===== config.mk =====
export PLATFORM = sky130hd
export DESIGN_NAME = svc_scan_reg
export DESIGN_NICKNAME = d
export VERILOG_FILES = /design/src/rtl/svc_scan_pkg.sv /design/src/rtl/svc_shift_chain.sv /design/src/rtl/svc_phase_ctl.sv /design/src/rtl/svc_bus_port.sv /design/src/rtl/svc_scan_reg.sv
export SDC_FILE = /design/constraint.sdc
export NUM_CORES = 1
export LEC_CHECK = 0
export BUFFER_PORTS_ARGS = -buffer_cell sky130_fd_sc_hd__buf_2
export CORE_MARGIN = 2
export CORE_UTILIZATION = 56
export DETAILED_ROUTE_END_ITERATION = 12
export PLACE_DENSITY_LB_ADDON = 0.2
export SYNTH_ARGS = -nofsm -noshare
export SYNTH_HDL_FRONTEND = slang
export SYNTH_HIERARCHICAL = 1
export SYNTH_SLANG_ARGS = --single-unit

===== constraint.sdc =====
create_clock -name clk -period 2.2 [get_ports clk]
set_input_delay 0.44 -clock clk [delete_from_list [all_inputs] [get_ports clk]]
set_output_delay 0.44 -clock clk [all_outputs]
set_load 0.02 [all_outputs]

===== src/rtl/svc_scan_pkg.sv =====
package svc_scan_pkg;
  parameter int ADDR_W = 7;
  parameter int DATA_W = 32;
  parameter int IR_W   = 5;
  localparam int DR_W  = DATA_W + 2;
  localparam int DIR_BIT = DR_W - 1 - ADDR_W;
  localparam logic [IR_W-1:0] SEL_CODE = 5'b10100;

  typedef enum logic {PH_ADDR = 1'b0, PH_DATA = 1'b1} phase_t;
  typedef logic [DR_W-1:0] dr_t;

  // Capture image: status at the top for read data, at the bottom otherwise
  function automatic dr_t capture_word(phase_t ph, logic is_rd, logic err,
                                       logic busy, logic [DATA_W-1:0] rd);
    dr_t w;
    w = '0;
    if (ph == PH_DATA && is_rd) w = {err, busy, rd};
    else begin
      w[1] = err;
      w[0] = busy;
    end
    return w;
  endfunction

  function automatic logic [ADDR_W-1:0] addr_field(dr_t w);
    return w[DR_W-1 -: ADDR_W];
  endfunction

  function automatic logic dir_field(dr_t w);
    return w[DIR_BIT];
  endfunction

  function automatic logic [DATA_W-1:0] wdata_field(dr_t w);
    return w[DR_W-1 -: DATA_W];
  endfunction

  function automatic logic [IR_W-1:0] ir_capture(logic prot, logic err, logic busy);
    return {prot, err, busy, 2'b01};
  endfunction
endpackage


===== src/rtl/svc_shift_chain.sv =====
module svc_shift_chain
  import svc_scan_pkg::*;
(
  input  logic clk,
  input  logic rst_n,
  input  logic cap_evt,
  input  logic shift_evt,
  input  logic tdi,
  input  dr_t  cap_word,
  output dr_t  sr_q,
  output logic tdo
);
  always_ff @(posedge clk or negedge rst_n) begin
    if (!rst_n)         sr_q <= '0;
    else if (cap_evt)   sr_q <= cap_word;
    else if (shift_evt) sr_q <= {tdi, sr_q[DR_W-1:1]};
  end

  assign tdo = sr_q[0];

  // the capture image appears whole one edge later
  p_capture_r3: assert property (@(posedge clk) disable iff (!rst_n)
    cap_evt |=> sr_q == $past(cap_word));

  // each shift moves the chain one place toward bit 0
  p_shift_lsb_r4: assert property (@(posedge clk) disable iff (!rst_n)
    (shift_evt && !cap_evt) |=> sr_q[DR_W-2:0] == $past(sr_q[DR_W-1:1]));
endmodule


===== src/rtl/svc_phase_ctl.sv =====
module svc_phase_ctl
  import svc_scan_pkg::*;
(
  input  logic   clk,
  input  logic   rst_n,
  input  logic   sel,
  input  logic   cap_evt,
  input  logic   upd_evt,
  input  logic   sr_dir,
  input  logic   dir_q,
  input  logic   bus_ack,
  input  logic   bus_err,
  output phase_t phase,
  output logic   busy,
  output logic   err,
  output logic   addr_adv,
  output logic   issue_rd,
  output logic   issue_wr
);
  logic cap_busy_q;
  logic adv_evt;
  logic data_adv;
  logic ack_evt;

  assign adv_evt  = upd_evt && !cap_busy_q;
  assign addr_adv = adv_evt && (phase == PH_ADDR);
  assign data_adv = adv_evt && (phase == PH_DATA);
  assign issue_rd = addr_adv && sr_dir;
  assign issue_wr = data_adv && !dir_q;
  assign ack_evt  = busy && bus_ack;

  always_ff @(posedge clk or negedge rst_n) begin
    if (!rst_n) begin
      phase      <= PH_ADDR;
      busy       <= 1'b0;
      err        <= 1'b0;
      cap_busy_q <= 1'b0;
    end else begin
      if (!sel)         cap_busy_q <= 1'b0;
      else if (cap_evt) cap_busy_q <= busy;

      if (!sel)         phase <= PH_ADDR;
      else if (adv_evt) phase <= (phase == PH_ADDR) ? PH_DATA : PH_ADDR;

      if (issue_rd || issue_wr) busy <= 1'b1;
      else if (ack_evt)         busy <= 1'b0;

      if (addr_adv)                err <= 1'b0;
      else if (ack_evt && bus_err) err <= 1'b1;
    end
  end

  // deselection forces address mode
  p_start_addr_r2: assert property (@(posedge clk) disable iff (!rst_n)
    !sel |=> phase == PH_ADDR);

  // an accepted update flips the phase
  p_toggle_r5: assert property (@(posedge clk) disable iff (!rst_n)
    adv_evt |=> phase != $past(phase));

  // a void update leaves the phase alone
  p_stall_r9: assert property (@(posedge clk) disable iff (!rst_n)
    (upd_evt && cap_busy_q) |=> $stable(phase));

  // busy persists until the bus answers
  p_busy_hold_r8: assert property (@(posedge clk) disable iff (!rst_n)
    (busy && !bus_ack) |=> busy);

  // error is sticky until a new address phase
  p_err_sticky_r8: assert property (@(posedge clk) disable iff (!rst_n)
    (err && !addr_adv) |=> err);

  p_err_clear_r8: assert property (@(posedge clk) disable iff (!rst_n)
    addr_adv |=> !err);
endmodule


===== src/rtl/svc_bus_port.sv =====
module svc_bus_port
  import svc_scan_pkg::*;
(
  input  logic              clk,
  input  logic              rst_n,
  input  logic              addr_adv,
  input  logic              issue_rd,
  input  logic              issue_wr,
  input  logic              busy,
  input  logic [ADDR_W-1:0] addr_in,
  input  logic              dir_in,
  input  logic [DATA_W-1:0] wdata_in,
  input  logic              bus_ack,
  input  logic [DATA_W-1:0] bus_rdata,
  output logic [ADDR_W-1:0] bus_addr,
  output logic              bus_rd,
  output logic              bus_wr,
  output logic [DATA_W-1:0] bus_wdata,
  output logic              dir_q,
  output logic [DATA_W-1:0] rdata_q
);
  always_ff @(posedge clk or negedge rst_n) begin
    if (!rst_n) begin
      bus_addr  <= '0;
      dir_q     <= 1'b0;
      bus_rd    <= 1'b0;
      bus_wr    <= 1'b0;
      bus_wdata <= '0;
      rdata_q   <= '0;
    end else begin
      bus_rd <= issue_rd;
      bus_wr <= issue_wr;
      if (addr_adv) begin
        bus_addr <= addr_in;
        dir_q    <= dir_in;
      end
      if (issue_wr) bus_wdata <= wdata_in;
      if (busy && bus_ack && dir_q) rdata_q <= bus_rdata;
    end
  end

  // requests are mutually exclusive single-cycle pulses
  p_one_kind_r6: assert property (@(posedge clk) disable iff (!rst_n)
    !(bus_rd && bus_wr));

  p_rd_pulse_r6: assert property (@(posedge clk) disable iff (!rst_n)
    bus_rd |=> !bus_rd);

  p_rd_busy_r6: assert property (@(posedge clk) disable iff (!rst_n)
    bus_rd |-> busy);

  // a write request is one cycle long and marks busy
  p_wr_pulse_r7: assert property (@(posedge clk) disable iff (!rst_n)
    bus_wr |=> !bus_wr);

  p_wr_busy_r7: assert property (@(posedge clk) disable iff (!rst_n)
    bus_wr |-> busy);
endmodule


===== src/rtl/svc_scan_reg.sv =====
module svc_scan_reg
  import svc_scan_pkg::*;
(
  input  logic              clk,
  input  logic              rst_n,
  input  logic              sel,
  input  logic              cap_dr,
  input  logic              shift_dr,
  input  logic              upd_dr,
  input  logic              tdi,
  output logic              tdo,
  input  logic              prot,
  output logic [IR_W-1:0]   ir_cap,
  output logic [ADDR_W-1:0] bus_addr,
  output logic              bus_rd,
  output logic              bus_wr,
  output logic [DATA_W-1:0] bus_wdata,
  input  logic [DATA_W-1:0] bus_rdata,
  input  logic              bus_ack,
  input  logic              bus_err
);
  logic   cap_evt, shift_evt, upd_evt;
  dr_t    sr_q, cap_word;
  phase_t phase;
  logic   busy, err, addr_adv, issue_rd, issue_wr, dir_q;
  logic [DATA_W-1:0] rdata_q;
  logic   sr_bit1_unused;

  assign cap_evt   = sel && cap_dr;
  assign shift_evt = sel && shift_dr;
  assign upd_evt   = sel && upd_dr;

  assign cap_word       = capture_word(phase, dir_q, err, busy, rdata_q);
  assign ir_cap         = ir_capture(prot, err, busy);
  assign sr_bit1_unused = sr_q[1];

  svc_shift_chain u_chain (
    .clk       (clk),
    .rst_n     (rst_n),
    .cap_evt   (cap_evt),
    .shift_evt (shift_evt),
    .tdi       (tdi),
    .cap_word  (cap_word),
    .sr_q      (sr_q),
    .tdo       (tdo)
  );

  svc_phase_ctl u_ctl (
    .clk      (clk),
    .rst_n    (rst_n),
    .sel      (sel),
    .cap_evt  (cap_evt),
    .upd_evt  (upd_evt),
    .sr_dir   (dir_field(sr_q)),
    .dir_q    (dir_q),
    .bus_ack  (bus_ack),
    .bus_err  (bus_err),
    .phase    (phase),
    .busy     (busy),
    .err      (err),
    .addr_adv (addr_adv),
    .issue_rd (issue_rd),
    .issue_wr (issue_wr)
  );

  svc_bus_port u_bus (
    .clk       (clk),
    .rst_n     (rst_n),
    .addr_adv  (addr_adv),
    .issue_rd  (issue_rd),
    .issue_wr  (issue_wr),
    .busy      (busy),
    .addr_in   (addr_field(sr_q)),
    .dir_in    (dir_field(sr_q)),
    .wdata_in  (wdata_field(sr_q)),
    .bus_ack   (bus_ack),
    .bus_rdata (bus_rdata),
    .bus_addr  (bus_addr),
    .bus_rd    (bus_rd),
    .bus_wr    (bus_wr),
    .bus_wdata (bus_wdata),
    .dir_q     (dir_q),
    .rdata_q   (rdata_q)
  );

  // no request can follow a deselected cycle's strobes
  p_desel_quiet_r11: assert property (@(posedge clk) disable iff (!rst_n)
    (!sel) |=> !(bus_rd || bus_wr));
endmodule


==> results.json <==
{
  "status": "complete, no violations",
  "routabilityCongestion": 0.779,
  "crit_slowest_cell": "dfrtp_1",
  "crit_required_ns": 2.45,
  "yosysWarningCount": 6,
  "setup_viol": 0,
  "synth_area_per_cell_um2": 13.4,
  "path_buf_inv": 1,
  "die_w_um": 98.3,
  "grt_pass1_vias": 3066,
  "syn_to_final_growth_pct": 13.9,
  "antennaDiodeCount": 0,
  "drc": 0,
  "finalCriticalPeriod_ns": 1.57,
  "htreeDepth": 3,
  "num_vias": 3028,
  "layout.cells.non_filler": 561,
  "endpoint_kind": "flop",
  "wirelength_mm": 9.39,
  "cts_sinks": 112,
  "drv_cap": 0,
  "clockBufferDepth": 2,
  "io_buffers": 84,
  "synth_area_um2": 4980,
  "start_util": 0.573,
  "max_freq_mhz": 639,
  "fin_crit_sh": 0.711,
  "grt_max_degree": 70,
  "routedWlPerCell_um": 16.7,
  "crit_family": "flip-flops",
  "antenna_found_initial": 0,
  "die-area_um2": 9660,
  "drt_iter0_drc": 95,
  "ioPinCount": 89,
  "ant_nets": 0,
  "synth_fp_nets": 413,
  "grt-ovfl-total": 0,
  "cp_max_fo": 25,
  "nets": 490,
  "first_pass_iters": 5,
  "viasPerCell": 5.40,
  "regArea_um2": 2800,
  "post_cts_buffers": 0,
  "crit_chain": "nor3b_2 -> buf_12 -> mux2_2",
  "hold_class": "primary input to async pin",
  "finalHoldViolations": 0,
  "netlist_instances": 371,
  "critPathMaxStageDelay_ns": 0.52,
  "core_area_um2": 8680,
  "numPlacedInstances": 545,
  "die-height_um": 98.3,
  "startpoint_type": "flop",
  "ctsHoldBuffers": 0,
  "cts_root_buf": "clkbuf_8",
  "rows": 34,
  "ir_drop_mv": 0.389,
  "clk_pin_slew_ns": 0.11,
  "grt_setup_unrepaired": "false",
  "cts_resized": 0,
  "fillers": 693,
  "power.density_nw_per_um2": 659,
  "finalSetupTns_ns": 0,
  "crit_type": "flop to flop",
  "cts_tree": "built",
  "grt_pass1_wl_mm": 15.6,
  "drive_gt1_frac": 0.426,
  "fin_worst_skew_ns": 0.0116,
  "dp_hpwl_mm": 6.26,
  "numCtsBuffers": 9,
  "multi_input_area_um2": 1940,
  "worstPathArrival_ns": 1.81,
  "clock_latency_ns": 0.36,
  "report.final.slew_viol_count": 0,
  "track_usage": 0.203,
  "leakage_nw": 3.09
}
where the power goes:
part	internal, mW	total [mW]	switching [mW]
clock	0.656	1.35	0.696
combinational	0.107	0.271	0.164
sequential	2.09	2.11	0.0249
flip-flops by register name (all words and copies together), names as in the netlist, 7 cells and up:
| register | count |
|---|---|
| u_chain/sr_q | 34 |
| u_bus/bus_wdata | 32 |
| u_bus/rdata_q | 32 |
| u_bus/bus_addr | 7 |
cell type report:
type / instances / share of cell area
timing repair buffer: 96 / 0.0993
inverter: 1 / 0.000662
tap: 108 / 0.0238
clock inverter: 7 / 0.0179
clock buffer: 9 / 0.0219
multi-input combinational: 228 / 0.342
sequential: 112 / 0.494
per-layer routing:
metal	routed length [um]	global-route usage	part of all wire	vias to the layer above
li1	-	-	-	1443
met1	4520	0.292	0.48	1508
met2	4430	0.328	0.47	71
met3	369	0.0315	0.039	6
met4	72	0.0506	0.0077	0
met5	0	0	0	-
per-stage QoR:
step	instance area (um^2)	setup slack [ns]	util	total power, mW	hold slack [ns]
floorplan	4980	0.523	-	2.31	0.144
detailed placement	5440	0.381	0.627	2.43	0.423
global route	5670	0.532	0.653	3.89	0.0322
finish	5670	0.635	0.653	3.74	0.0146
global placement	5440	0.410	0.627	2.42	0.414
CTS	5670	0.610	0.653	3.78	0.0224
final timing paths:
path,to,slack (ns),from,cells after the start
worst min register to register,u_bus/bus_wdata[5]$_DFFE_PN0P_,0.50,u_bus/bus_wdata[5]$_DFFE_PN0P_,1
worst max register to register,u_bus/bus_wdata[18]$_DFFE_PN0P_,0.63,u_ctl/phase$_DFFE_PN0P_,3
max in group asynchronous,u_bus/bus_addr[6]$_DFFE_PN0P_,1.46,rst_n,2
worst max-delay path,u_bus/bus_wdata[18]$_DFFE_PN0P_,0.63,u_ctl/phase$_DFFE_PN0P_,3
min in group clk,u_bus/rdata_q[22]$_DFFE_PN0P_,0.30,bus_rdata[22],2
worst min-delay path,u_chain/sr_q[8]$_DFFE_PN0P_,0.01,rst_n,1
worst register-to-register path: cells and delay by family, from the launching register on:
kind	cells	cell delay, ns
DFF	1	0.52
muxes	1	0.36
and+or+nand+nor	1	0.35
buffers and inverters	1	0.23
cell usage in the layout (no fill, tap or decap):
cell	n
conb_1	2
o21a_1	1
dfrtp_1	112
nor2_4	1
and3_1	30
nand2b_4	1
and2_2	2
a31oi_1	1
o21ai_1	30
nand2_1	35
mux2_2	40
mux2i_1	35
buf_2	83
nor2b_1	1
clkinv_2	1
clkbuf_8	9
inv_6	2
and2_1	2
o22ai_1	1
and2_0	1
nor2_1	1
nor3b_2	1
nand3_2	1
bufinv_16	2
buf_4	9
inv_8	1
inv_1	1
o21ai_0	5
nand2_2	1
mux2_4	32
buf_12	4
clkinvlp_4	1
and3_2	2
mux2_1	2
Power figures use the tool's default switching activity.
